`src/rtl/ptw_pkg.sv`:
```
package ptw_pkg;

    localparam int VA_W   = 32;
    localparam int ENT_W  = 32;
    localparam int OFF_W  = 12;
    localparam int IDX_W  = 10;
    localparam int BIG_W  = OFF_W + IDX_W;
    localparam int ENT_SH = 2;
    localparam int ERR_W  = 3;

    localparam int B_PRES  = 0;
    localparam int B_ACC   = 5;
    localparam int B_DIRTY = 6;
    localparam int B_SIZE  = 7;

    typedef logic [VA_W-1:0]  va_t;
    typedef logic [ENT_W-1:0] ent_t;
    typedef logic [ERR_W-1:0] err_t;

    localparam va_t PAGE_MASK = {{(VA_W-OFF_W){1'b1}}, {OFF_W{1'b0}}};
    localparam va_t BIG_MASK  = {{(VA_W-BIG_W){1'b1}}, {BIG_W{1'b0}}};
    localparam va_t IDX_MASK  = va_t'((1 << IDX_W) - 1);

    typedef enum logic [2:0] {
        ST_IDLE, ST_RD_DIR, ST_WB_DIR, ST_RD_TBL, ST_WB_TBL, ST_DONE, ST_FAULT
    } walk_st_e;

    typedef struct packed {
        va_t  lin;
        logic write;
        logic user;
        logic probe;
    } walk_req_t;

    function automatic va_t dir_slot(va_t base, va_t lin, va_t mask);
        return ((base & PAGE_MASK) + ((lin >> BIG_W) << ENT_SH)) & mask;
    endfunction

    function automatic va_t tbl_slot(ent_t pde, va_t lin, va_t mask);
        return ((pde & PAGE_MASK) + (((lin >> OFF_W) & IDX_MASK) << ENT_SH)) & mask;
    endfunction

    function automatic va_t big_phys(ent_t pde, va_t lin);
        return (pde & BIG_MASK) | (lin & ~BIG_MASK);
    endfunction

    function automatic va_t small_phys(ent_t pte, va_t lin);
        return (pte & PAGE_MASK) | (lin & ~PAGE_MASK);
    endfunction

    function automatic err_t mk_err(logic write, logic user);
        return {user, write, 1'b0};
    endfunction

endpackage

```
`src/rtl/ptw_addr_gen.sv`:
```
module ptw_addr_gen
    import ptw_pkg::*;
(
    input  va_t  base,
    input  va_t  new_lin,
    input  va_t  new_mask,
    input  va_t  walk_lin,
    input  va_t  walk_mask,
    input  ent_t ent,
    output va_t  dir_ea,
    output va_t  tbl_ea,
    output va_t  big_pa,
    output va_t  small_pa
);
    assign dir_ea   = dir_slot(base, new_lin, new_mask);
    assign tbl_ea   = tbl_slot(ent, walk_lin, walk_mask);
    assign big_pa   = big_phys(ent, walk_lin);
    assign small_pa = small_phys(ent, walk_lin);
endmodule

```
`src/rtl/ptw_entry_upd.sv`:
```
module ptw_entry_upd
    import ptw_pkg::*;
(
    input  ent_t entry,
    input  logic leaf,
    input  logic write,
    output logic present,
    output logic big,
    output ent_t updated,
    output logic changed
);
    always_comb begin
        updated        = entry;
        updated[B_ACC] = 1'b1;
        if (leaf && write)
            updated[B_DIRTY] = 1'b1;
    end

    assign present = entry[B_PRES];
    assign big     = entry[B_SIZE];
    assign changed = (updated != entry);
endmodule

```
`src/rtl/pt_walker.sv`:
```
module pt_walker
    import ptw_pkg::*;
(
    input  logic        clk,
    input  logic        rst,
    input  logic        req_valid,
    input  logic [31:0] req_lin,
    input  logic        req_write,
    input  logic        req_user,
    input  logic        req_probe,
    output logic        ready,
    input  logic        pg_en,
    input  logic        big_en,
    input  logic [31:0] dir_base,
    input  logic [31:0] addr_mask,
    output logic        mem_req,
    output logic        mem_we,
    output logic [31:0] mem_addr,
    output logic [31:0] mem_wdata,
    input  logic        mem_ack,
    input  logic [31:0] mem_rdata,
    output logic        done,
    output logic [31:0] phys_addr,
    output logic        fault,
    output logic [2:0]  fault_code,
    output logic [31:0] fault_addr
);
    walk_st_e  st;
    walk_req_t rq;
    va_t       mask_q, ea_q, next_ea_q;
    ent_t      ent_q;
    logic      big_en_q, large_q;

    va_t  dir_ea, tbl_ea, big_pa, small_pa;
    logic e_present, e_big, e_changed, e_leaf, dir_large, wb_need;
    ent_t e_upd;

    ptw_addr_gen u_addr (
        .base(dir_base), .new_lin(req_lin), .new_mask(addr_mask),
        .walk_lin(rq.lin), .walk_mask(mask_q), .ent(mem_rdata),
        .dir_ea(dir_ea), .tbl_ea(tbl_ea), .big_pa(big_pa), .small_pa(small_pa)
    );

    assign dir_large = e_big && big_en_q;
    assign e_leaf    = (st == ST_RD_TBL) || dir_large;

    ptw_entry_upd u_upd (
        .entry(mem_rdata), .leaf(e_leaf), .write(rq.write),
        .present(e_present), .big(e_big), .updated(e_upd), .changed(e_changed)
    );

    assign wb_need   = e_changed && !rq.probe;
    assign ready     = (st == ST_IDLE);
    assign done      = (st == ST_DONE);
    assign fault     = (st == ST_FAULT);
    assign mem_req   = (st == ST_RD_DIR) || (st == ST_WB_DIR) ||
                       (st == ST_RD_TBL) || (st == ST_WB_TBL);
    assign mem_we    = (st == ST_WB_DIR) || (st == ST_WB_TBL);
    assign mem_addr  = ea_q;
    assign mem_wdata = mem_we ? ent_q : '0;

    always_ff @(posedge clk) begin
        if (rst) begin
            st         <= ST_IDLE;
            rq         <= '0;
            mask_q     <= '0;
            ea_q       <= '0;
            next_ea_q  <= '0;
            ent_q      <= '0;
            big_en_q   <= 1'b0;
            large_q    <= 1'b0;
            phys_addr  <= '0;
            fault_code <= '0;
            fault_addr <= '0;
        end else begin
            case (st)
                ST_IDLE: if (req_valid) begin
                    rq       <= '{lin: req_lin, write: req_write, user: req_user, probe: req_probe};
                    mask_q   <= addr_mask;
                    big_en_q <= big_en;
                    if (!pg_en) begin
                        phys_addr <= req_lin;
                        st        <= ST_DONE;
                    end else begin
                        ea_q <= dir_ea;
                        st   <= ST_RD_DIR;
                    end
                end
                ST_RD_DIR, ST_RD_TBL: if (mem_ack) begin
                    if (!e_present) begin
                        if (rq.probe) begin
                            phys_addr <= '1;
                            st        <= ST_DONE;
                        end else begin
                            fault_addr <= rq.lin;
                            fault_code <= mk_err(rq.write, rq.user);
                            st         <= ST_FAULT;
                        end
                    end else if (st == ST_RD_DIR) begin
                        ent_q     <= e_upd;
                        large_q   <= dir_large;
                        next_ea_q <= tbl_ea;
                        if (dir_large)
                            phys_addr <= big_pa;
                        if (wb_need)
                            st <= ST_WB_DIR;
                        else if (dir_large)
                            st <= ST_DONE;
                        else begin
                            ea_q <= tbl_ea;
                            st   <= ST_RD_TBL;
                        end
                    end else begin
                        ent_q     <= e_upd;
                        phys_addr <= small_pa;
                        st        <= wb_need ? ST_WB_TBL : ST_DONE;
                    end
                end
                ST_WB_DIR: if (mem_ack) begin
                    if (large_q)
                        st <= ST_DONE;
                    else begin
                        ea_q <= next_ea_q;
                        st   <= ST_RD_TBL;
                    end
                end
                ST_WB_TBL: if (mem_ack)
                    st <= ST_DONE;
                default:
                    st <= ST_IDLE;
            endcase
        end
    end


    done_fault_excl_chk: assert property (@(posedge clk) disable iff (rst)
        !(done && fault));


    done_pulse_chk: assert property (@(posedge clk) disable iff (rst)
        done |=> !done);


    fault_pulse_chk: assert property (@(posedge clk) disable iff (rst)
        fault |=> !fault);


    port_hold_chk: assert property (@(posedge clk) disable iff (rst)
        (mem_req && !mem_ack) |=> (mem_req && $stable(mem_addr) &&
                                   $stable(mem_we) && $stable(mem_wdata)));


    probe_no_write_chk: assert property (@(posedge clk) disable iff (rst)
        (mem_req && mem_we) |-> !rq.probe);


    flat_map_chk: assert property (@(posedge clk) disable iff (rst)
        (ready && req_valid && !pg_en) |=> (done && phys_addr == $past(req_lin)));


    fault_code_chk: assert property (@(posedge clk) disable iff (rst)
        fault |-> !fault_code[0]);

endmodule

```
`config.mk`:
```
export PLATFORM = sky130hd
export DESIGN_NAME = pt_walker
export DESIGN_NICKNAME = d
export VERILOG_FILES = /design/src/rtl/ptw_pkg.sv /design/src/rtl/ptw_addr_gen.sv /design/src/rtl/ptw_entry_upd.sv /design/src/rtl/pt_walker.sv
export SDC_FILE = /design/constraint.sdc
export NUM_CORES = 1
export LEC_CHECK = 0
export BUFFER_PORTS_ARGS = -buffer_cell sky130_fd_sc_hd__clkbuf_2
export CORE_ASPECT_RATIO = 1.1
export CORE_MARGIN = 8
export CORE_UTILIZATION = 50
export DETAILED_ROUTE_END_ITERATION = 16
export MAX_ROUTING_LAYER = met4
export PLACE_DENSITY = 0.75
export SKIP_CTS_REPAIR_TIMING = 1
export SYNTH_ARGS = -nofsm -noshare
export SYNTH_HDL_FRONTEND = slang
export SYNTH_SLANG_ARGS = --single-unit
export TNS_END_PERCENT = 100
```
`constraint.sdc`:
```
create_clock -name clk -period 2.4 [get_ports clk]
set_clock_uncertainty 0.1 [all_clocks]
set_input_delay 0.24 -clock clk [delete_from_list [all_inputs] [get_ports clk]]
set_output_delay 0.24 -clock clk [all_outputs]
set_load 0.02 [all_outputs]
```
### After elaboration in Yosys (flattened, before gate mapping)

Index checks and enable logic that the tools add are counted.

* flip-flop bits (word level): 234
* bits of input ports: 137
* output and inout port bits: 136
* logic and storage cells: 95

* add/sub/neg operators: 2
* eq/ne operators: 20
* multiplexer cells: 33
* bitwise logic cells: 6
* reduce and logical (&&, ||, !) cells: 20

Operators with widths (number)
* two-way mux 32 bit: 17
* case mux 32 bit (3 select lines): 1
* adder 32 x 12 -> 32 bit: 2
* bitwise AND 32 bit: 2
* case mux 32 bit (2 select lines): 1
* OR 32 x 12 -> 32 bit: 1
* OR 32 x 22 -> 32 bit: 1
* two-way mux 3 bit: 10
* inequality test 2 bit, second input constant: 10
* case mux 3 bit (4 select lines): 1
* AND reduction 4 bit: 3
* AND reduction 10 bit: 1
* == test 3 bit, second input constant: 3
* == test 3 x 2 -> 1 bit, second input constant: 2
* AND reduction 6 bit: 1
* logical OR 1 bit: 5
* inequality test 4 bit, second input constant: 1
* == test 3 x 1 -> 1 bit, second input constant: 1
* logical AND 1 bit: 3
* logical NOT 3 bit: 1
* inequality test 3 bit, second input constant: 1
* AND reduction 3 bit: 1
* nonzero test 3 bit: 1
* two-way mux 1 bit: 2
* other kinds (8): 9

### Depth between registers and ports, before layout

Gate-level depths: netlist of the first run.

* depth after elaboration: 11
* depth in mapped cells: 8
* depth with buffers taken out: 4

### By module

Synthesis of the first run repeated with hierarchy kept, for this count alone.

* cell total of the unflattened synthesis: 1424
* area total of the unflattened synthesis: 11374.7 um^2

Modules (own cells, without submodules)
* pt_walker: times used 1, cells an instance 1258, area each 10214.8 um^2, sequential area each 4684.5 um^2
* ptw_addr_gen: times used 1, cells an instance 129, area each 889.6 um^2, sequential area each 0.0 um^2
* ptw_entry_upd: times used 1, cells an instance 37, area each 270.3 um^2, sequential area each 0.0 um^2

### Worst setup path before layout of the first run

No wires, ideal clock.

* kind: register to register
* from: register st[0]
* to: register phys_addr[25]
* setup time: 0.070 ns
* arrival time: 1.879 ns
* data required time: 2.230 ns
* path slack: 0.351 ns
* cell stages (with the launch flop): 7
* path buffers: 2
* period minus slack after synthesis: 2.049 ns
* path through: dfxtp_1 > buf_2 > or4b_4 > a221o_1 > buf_6 > a311o_1 > a21oi_1

* word-level cells in the longest chain between the ends: 5
* elaborated cells between the ends (all ways): 15
* classes of those cells: eq/ne: 7; mux: 4; reduce/logical: 4

RTL lines
* start: declaration: RTL line pt_walker.sv:28 `walk_st_e st;`
* start signal: assignment: RTL line pt_walker.sv:116 `st <= wb_need ? ST_WB_TBL : ST_DONE;`
* == test 3 x 1 -> 1 bit: RTL line pt_walker.sv:76, pt_walker.sv:99
* two-way mux 32 bit: RTL line pt_walker.sv:99 `end else if (st == ST_RD_DIR) begin`
* two-way mux 32 bit: RTL line pt_walker.sv:90 `if (!e_present) begin`
* two-way mux 32 bit: RTL line pt_walker.sv:89 `ST_RD_DIR, ST_RD_TBL: if (mem_ack) begin`
* case mux 32 bit (2 select lines): RTL line pt_walker.sv:76 `case (st)`
* end signal: assignment: RTL line pt_walker.sv:82 `phys_addr <= req_lin;`
* end signal: assignment: RTL line pt_walker.sv:104 `phys_addr <= big_pa;`
* end signal: assignment: RTL line pt_walker.sv:115 `phys_addr <= small_pa;`
* end: declaration: RTL line pt_walker.sv:23 `output logic [31:0] phys_addr,`

Several ways; a longest one is shown, not always the timed one. The select of a mux whose other input is x is not followed.
A chain may end at the register's enable or synchronous reset.

### Worst setup path in the final report of the first run

* from: register st[1]
* to: output port mem_wdata[9]

* word-level cells in the longest chain between the ends: 3
* elaborated cells between the ends (all ways): 4
* classes of those cells: eq/ne: 2; mux: 1; reduce/logical: 1

RTL lines
* == test 3 x 2 -> 1 bit / == test 3 bit (equally long branches): RTL line pt_walker.sv:58 `assign mem_we = (st == ST_WB_DIR) || (st == ST_WB_TBL);`
* logical OR 1 bit *: RTL line pt_walker.sv:58
* two-way mux 32 bit *: RTL line pt_walker.sv:60 `assign mem_wdata = mem_we ? ent_q : '0;`
* end: declaration: RTL line pt_walker.sv:19 `output logic [31:0] mem_wdata,`

Every way passes the cells marked *; elsewhere a longest branch is shown, timed or not.

==> results summary, run 1 <==
The number of hold violations in the final report came out at 5. The count of warnings emitted by yosys came out at 0. The netlist uses 43 different library cells. In this run the number of H-tree levels came out at 1. In this run the biggest area consumer among cell types represents 46.2% of the synthesized area. The capturing point of the worst reg2reg path is phys_addr[23]. The count of final max-slew check failures came to 0. The sequential cell area in the final layout came out at 0.00455 mm².

The maximum clock path buffer count is 3. For this run, the leading register cell type out of synthesis is sky130_fd_sc_hd__dfxtp_1. The critical path is of the flip-flop to output port type. In this run the worst setup path begins at st[1]. After clock tree synthesis, the clock-pin slew on the worst setup and hold paths is 0.06 ns. The design draws 10.3 mW.

The startpoint identified for the worst hold timing path is mem_rdata[16]. The die width is 150 µm. The final reports fail on hold timing.

The relative area change from synthesis to final layout came out at 31.9%. The initial core utilization is 50.2%. The most common cell in the synthesized netlist is sky130_fd_sc_hd__nand2_1. The top-level I/O count is 273. The floorplan step set the die height to 163 µm. The maximum ir drop on the vdd rail came out at 592 µV. The global-route wire length before repair came out at 50300 µm.

The weighted congestion at the end of routability-driven global placement came out at 0.837. The clock buffer count from CTS is 23. After synthesis, the share of flip-flops with an asynchronous set or reset is 0%. After synthesis, the most frequently instantiated cells are sky130_fd_sc_hd__nand2_1, sky130_fd_sc_hd__dfxtp_1, sky130_fd_sc_hd__a21oi_1. The routing usage on met2 came out at 43.0%. The number of global-route vias before repair is 9592. The port buffer count is 255. The number of synthesized flops with an enable pin came out at 0. The via density per instance is 5.51. The post-synthesis sequential element count is 227. The placeable core region is 0.0196 mm². The required time of the worst setup path came out at 2.06 ns.

Global routing finished with a remaining overflow of 0. TritonCTS built the clock tree. After global routing, the most crowded layer is met2. The global routing usage summed across all routing layers came out at 26.3%.

For this run, the share of the core covered by cells in the final layout is 66.2%. The sink count of the clock tree came out at 227. The share of final-layout standard cells stronger than drive strength 1 came out at 21.2%. The leakage power of the design is 5.40 nW. The final layout contains 1727 nets. The flow ran to the end, but the final reports show violations.

The HPWL after detailed placement came out at 21900 µm. In this run the remaining antenna-violating nets after routing total 0. In the global route stage, met3 resource usage came out at 5.46%. The logic depth of the worst register-to-register path came out at 5. In the post-synthesis netlist, the biggest area contributors are sky130_fd_sc_hd__dfxtp_1, sky130_fd_sc_hd__nand2_1, sky130_fd_sc_hd__a21oi_1, sky130_fd_sc_hd__clkbuf_1, sky130_fd_sc_hd__o211ai_1. The floorplan has 54 rows. The global-route met1 utilization is 31.0%. The die covers 0.0244 mm². The slack of the worst reg-to-reg path came out at 0.26 ns. The violation count after the first detailed-route iteration is 895. The worst setup path is captured at an output port.

The number of fill cells in the layout is 1651. The sequential cell area fraction in the yosys report came out at 46.2%. The capturing instance or port of the critical path is mem_wdata[9]. The share of the clock period used by the worst path is 97.6%. The count of placed standard cells including taps is 1729.

In this run the cell area of the synthesized design comes to 0.00983 mm². The number of design rule violations left after detail routing came out at 0. Entering global routing, the biggest net connects 197 pins. In the final routed layout, each cell accounts on average for 18.1 µm.

For the worst setup path, the data arrival time is 2.00 ns. The area occupied by multi-input gates is 0.00482 mm². Once layout is complete, the cells apart from fillers number 1855. The gate count after technology mapping is 1302. In this run the clock root is driven by a sky130_fd_sc_hd__clkbuf_16. The tool flagged a number of max-cap violations equal to 0. The clock latency reported for the late side of the worst-skew pair came out at 0.51 ns.

The per-instance average area after synthesis came out at 7.55 µm². The cell taking the most area after synthesis is sky130_fd_sc_hd__dfxtp_1. The maximum fanout along the worst path is 32. The count of TritonRoute iterations in the first routing pass is 6. The worst-margin pin slew came out at 0.941 ns. The reg-to-reg startpoint is st[1].

The maximum clock rate is 0.427 GHz. Power spread over the standard cell area amounts to 794 mW/mm². The class of the tightest hold or removal check is input pin to flip-flop. The initial antenna violation count came out at 1. The hold slack is -0.0176 ns.

The relative max-transition margin came out at 37.3%. The wire length reported by the detailed router is 33500 µm. The final count of negative-setup-slack endpoints is 0.

The startpoint kind of the worst setup timing path is a flip-flop. The routed design could run at a clock period as short as 2.34 ns. Detailed routing inserted a total of 10223 vias.
routing by layer:
metal / vias to the layer above / part of all wire [%]
li1: 4953 / -
met1: 4766 / 39
met2: 422 / 49
met3: 82 / 8.3
met4: 0 / 3.5
met5: - / 0
power breakdown:
part           switching [mW]  internal (mW)  total [mW]
Clock                    1.45           2.06        3.51
Sequential              0.207           4.07        4.28
Combinational            1.59          0.924        2.51
Total                    3.24           7.05        10.3
worst max-delay path, stage by stage, from the launching register on:
cell	delay, ns
sky130_fd_sc_hd__dfxtp_2	0.38
sky130_fd_sc_hd__buf_12	0.21
sky130_fd_sc_hd__xnor2_1	0.13
sky130_fd_sc_hd__nor2_4	0.20
sky130_fd_sc_hd__buf_6	0.21
sky130_fd_sc_hd__and2_1	0.17
sky130_fd_sc_hd__clkbuf_2	0.18
metrics by stage:
| step | worst slack, ns | setup TNS, ns | area (µm²) |
|---|---|---|---|
| floorplan | 0.351 | 0 | 9840 |
| global placement | 0.266 | 0 | 11300 |
| detailed placement | 0.238 | 0 | 11300 |
| CTS | -0.141 | -2.48 | 12000 |
| global route | -0.0142 | -0.0197 | 13000 |
| finish | 0.0580 | 0 | 13000 |
registers in the layout (all words and copies together) (netlist names):
signal and flops:
big_en_q 1, ent_q 31, fault_addr 32, fault_code 2, large_q 1, mask_q 30, mem_addr 30, next_ea_q 30
phys_addr 32, rq 35, st 3
placed cells by master, fill, tap and decap left out, types with 2 or more instances in the layout:
cell and instances:
sky130_fd_sc_hd__nand4b_1 2, sky130_fd_sc_hd__dlygate4sd3_1 87, sky130_fd_sc_hd__clkbuf_1 7, sky130_fd_sc_hd__o221ai_1 11, sky130_fd_sc_hd__clkbuf_2 254, sky130_fd_sc_hd__and2_1 31
sky130_fd_sc_hd__and3_1 4, sky130_fd_sc_hd__clkbuf_8 3, sky130_fd_sc_hd__buf_4 20, sky130_fd_sc_hd__clkbuf_16 24, sky130_fd_sc_hd__a22oi_1 30, sky130_fd_sc_hd__nand2_1 446
sky130_fd_sc_hd__buf_12 7, sky130_fd_sc_hd__nand3_1 33, sky130_fd_sc_hd__dfxtp_2 3, sky130_fd_sc_hd__o21ai_0 5, sky130_fd_sc_hd__o211ai_1 44, sky130_fd_sc_hd__dfxtp_1 224
sky130_fd_sc_hd__buf_6 5, sky130_fd_sc_hd__a311o_1 10, sky130_fd_sc_hd__a21oi_1 197, sky130_fd_sc_hd__mux2_2 10, sky130_fd_sc_hd__mux2i_1 31, sky130_fd_sc_hd__bufinv_16 2
sky130_fd_sc_hd__nand3b_1 15, sky130_fd_sc_hd__nand2b_1 2, sky130_fd_sc_hd__conb_1 3, sky130_fd_sc_hd__nor2_1 50, sky130_fd_sc_hd__nor3_1 3, sky130_fd_sc_hd__nand4_1 2
sky130_fd_sc_hd__inv_1 13
layout make-up:
| class | count | share of cell area [%] |
|---|---|---|
| clock inverters | 4 | 0.569 |
| multi-input cells | 950 | 37.1 |
| diodes | 1 | 0.0193 |
| clock buffers | 33 | 4.96 |
| inverters | 14 | 0.405 |
| flip-flops and latches | 227 | 35.1 |
| repair buffers | 374 | 19.4 |
| well taps | 252 | 2.43 |
worst min-delay path by stage:
stage,to,slack (ns),cells past startpoint
after floorplan,ent_q[10],0.28,2
after global placement,ent_q[15],0.34,2
after detailed placement,ent_q[7],0.34,2
after CTS,big_en_q,-0.16,3
after global routing,rq[29],-0.002,3
final,ent_q[16],-0.02,3
cell families after synthesis:
logic type      Yosys count  share of synthesized area (%)
mux                      41                           4.30
xor+xnor                  1                         0.0891
buf+inv                 127                           5.14
flops                   227                           46.2
other cells               1                         0.0382
simple gates            596                           25.1
compound gates          309                           19.1
Power figures use the tool's default switching activity.
==> run 2, diff against run 1 <==
--- a/config.mk
+++ b/config.mk
@@ -11,7 +11,7 @@
 export CORE_UTILIZATION = 50
 export DETAILED_ROUTE_END_ITERATION = 16
 export MAX_ROUTING_LAYER = met4
-export PLACE_DENSITY = 0.75
+export PLACE_DENSITY = 0.87
 export SKIP_CTS_REPAIR_TIMING = 1
 export SYNTH_ARGS = -nofsm -noshare
 export SYNTH_HDL_FRONTEND = slang
==> run 2 against run 1 <==
The flow still finishes with violations (hold timing). Clock-buffer cell count is the same. Global-route usage up 0.59 points. Critical path type unchanged. Via count up 4.7%. Sequential cell count stayed put. Core utilization is 1.2 points higher. Register-to-register slack got worse by 0.15 ns. Critical path depth fell by 1. Sequential share of layout area decreased by 0.62 points.
==> results summary, run 2 (same netlist as run 1, synthesis figures left out) <==
The slack of the worst reg-to-reg path came out at 0.11 ns. The via density per instance is 5.74. The highest layer touched by signal routing is met4. The maximum clock path buffer count came out at 3. The port buffer count came out at 255.

The class of the tightest hold or removal check is input pin to flip-flop. After routing the design area is 0.0132 mm². The worst setup path is captured at an output port. Setup violations remaining at the end of the flow were counted as 0. The initial core utilization is 50.2%. The violation count after the first detailed-route iteration is 1026.

The buffer type at the clock tree root is sky130_fd_sc_hd__clkbuf_16. The share of final-layout standard cells stronger than drive strength 1 is 21.8%. For this design the top-level I/O count stands at 273. TritonCTS built the clock tree. The placed cell area is 0.0113 mm². For this block, wires on met1 add up to 13400 µm.

The number of design rule violations left after detail routing came out at 0. Across all hold checks on the routed design, the worst slack comes to -0.0104 ns. The number of max-capacitance violations reported is 0.

The number of nets with antenna violations after routing came out at 0. The worst setup path is launched from a flip-flop. The total die area is 0.0244 mm². The floorplan step defined a core boundary enclosing 0.0196 mm². The clock slew at the register clock pins of the worst setup and hold paths came out at 0.06 ns. The maximum ir drop on the vdd rail is 559 µV. The run finished, with violations left. The number of H-tree branching levels came out at 1. The relative max-transition margin is 39.7%. For this design the static power due to leakage is 5.51 nW. The number of global-route vias before repair is 9781. The tree built by TritonCTS fans out to 227 sinks.

The net count of the finished layout is 1732. Data on the critical path arrives at its endpoint at 1.99 ns. The hold-critical path depth is 5. The startpoint of the lowest-slack hold path is dir_base[17]. The share of the clock period used by the worst path is 96.9%. The vias after detailed routing came out at 10704. The relative area change from synthesis to final layout came out at 34.3%. The register with the most flip-flops in the layout has 35 of them. The overflow left after global routing is 0.

The path with the worst hold slack has its endpoint at mem_addr[17]. Measured along the y axis, the die boundary spans 163 µm. The library cell used most frequently in the layout, excluding fill and tap cells, is sky130_fd_sc_hd__nand2_1. Clock tree synthesis inserted a total of 24 buffers.

The pin count of the biggest net entering global routing came out at 108. The wire length reported by the detailed router is 36400 µm. The top register by number of flip-flops is rq.

The required time of the worst setup path came out at 2.06 ns. Power spread over the standard cell area amounts to 848 mW/mm². The die width came out at 150 µm. The logic depth of the worst register-to-register path came out at 6. The maximum clock rate came out at 0.430 GHz. The top cell types in the final layout, fill and taps aside, are sky130_fd_sc_hd__nand2_1, sky130_fd_sc_hd__clkbuf_2, sky130_fd_sc_hd__dfxtp_1. The detailed-route wire length per cell came out at 19.5 µm. The capturing point of the worst reg2reg path is ent_q[7]. Subtracting the final worst setup slack from the clock period gives 2.33 ns. The weighted congestion at the end of routability-driven global placement came out at 0.872.

The worst setup path is of the flip-flop to output port kind. The number of fill cells in the layout is 1497. The count of antenna diodes in the layout came out at 0. The total design power came out at 11.2 mW. The HPWL after detailed placement is 22600 µm. The count of final max-slew check failures came out at 0. The number of rows created at floorplan came out at 54.

The global routing usage summed across all routing layers is 26.9%. The worst-margin pin slew is 0.902 ns. The number of hold violations in the final report is 6.

The largest registers in the layout are rq x35, fault_addr x32, phys_addr x32. In the detailed route, the total length drawn on met2 is 18000 µm. In this run the critical register-to-register path is launched from st[0]. The global-route wire length before repair is 51200 µm. At the later pin of the worst-skew pair, clock insertion delay measures 0.52 ns. The initial antenna violation count came out at 0. The checks that failed: hold timing. The maximum fanout along the worst path is 30. The routed length on met3 is 3270 µm. The count of TritonRoute iterations in the first routing pass is 6.
run 2: area by class of cell:
| class | count | area [µm²] | share of cell area, % |
|---|---|---|---|
| sequential | 227 | 4550 | 34.5 |
| inverter | 14 | 52.6 | 0.398 |
| timing repair buffer | 378 | 2520 | 19.1 |
| clock inverter | 10 | 231 | 1.75 |
| tap | 252 | 315 | 2.39 |
| multi-input combinational | 950 | 4820 | 36.5 |
| clock buffer | 33 | 716 | 5.42 |
run 2: where the power goes:
group          total [mW]  switching (mW)  internal, mW
logic                2.52            1.60         0.917
registers            4.31           0.236          4.07
clock network        4.37            1.54          2.83
run 2: worst max-delay path: stages (launching register included):
cell	delay (ns)
sky130_fd_sc_hd__dfxtp_4	0.61
sky130_fd_sc_hd__xnor2_1	0.14
sky130_fd_sc_hd__nor2_2	0.14
sky130_fd_sc_hd__buf_4	0.21
sky130_fd_sc_hd__and2_1	0.18
sky130_fd_sc_hd__clkbuf_2	0.18
run 2: per-stage QoR:
step	setup TNS (ns)	setup slack [ns]	util, %	hold slack [ns]	cells
after floorplan	0	0.351	-	0.276	1304
after global placement	0	0.218	57.8	0.337	1730
after detailed placement	0	0.160	57.8	0.344	1730
after CTS	-2.21	-0.115	62.7	-0.175	1773
after global routing	-0.0317	-0.0194	67.4	-0.00149	1864
final	0	0.0741	67.4	-0.0104	1864
run 2: how the worst max path moves through the flow:
stage	from	end	cells past startpoint
after floorplan	st[0]	phys_addr[25]	6
after global placement	st[0]	phys_addr[18]	6
after detailed placement	st[0]	phys_addr[19]	6
after CTS	st[2]	mem_wdata[0]	5
after global routing	st[2]	mem_wdata[12]	5
final	st[2]	mem_wdata[24]	5
run 2: per-layer routing:
metal,vias up,global-route usage [%]
li1,4958,-
met4,0,13.9
met3,126,6.40
met5,-,-
met2,603,44.2
met1,5017,29.9
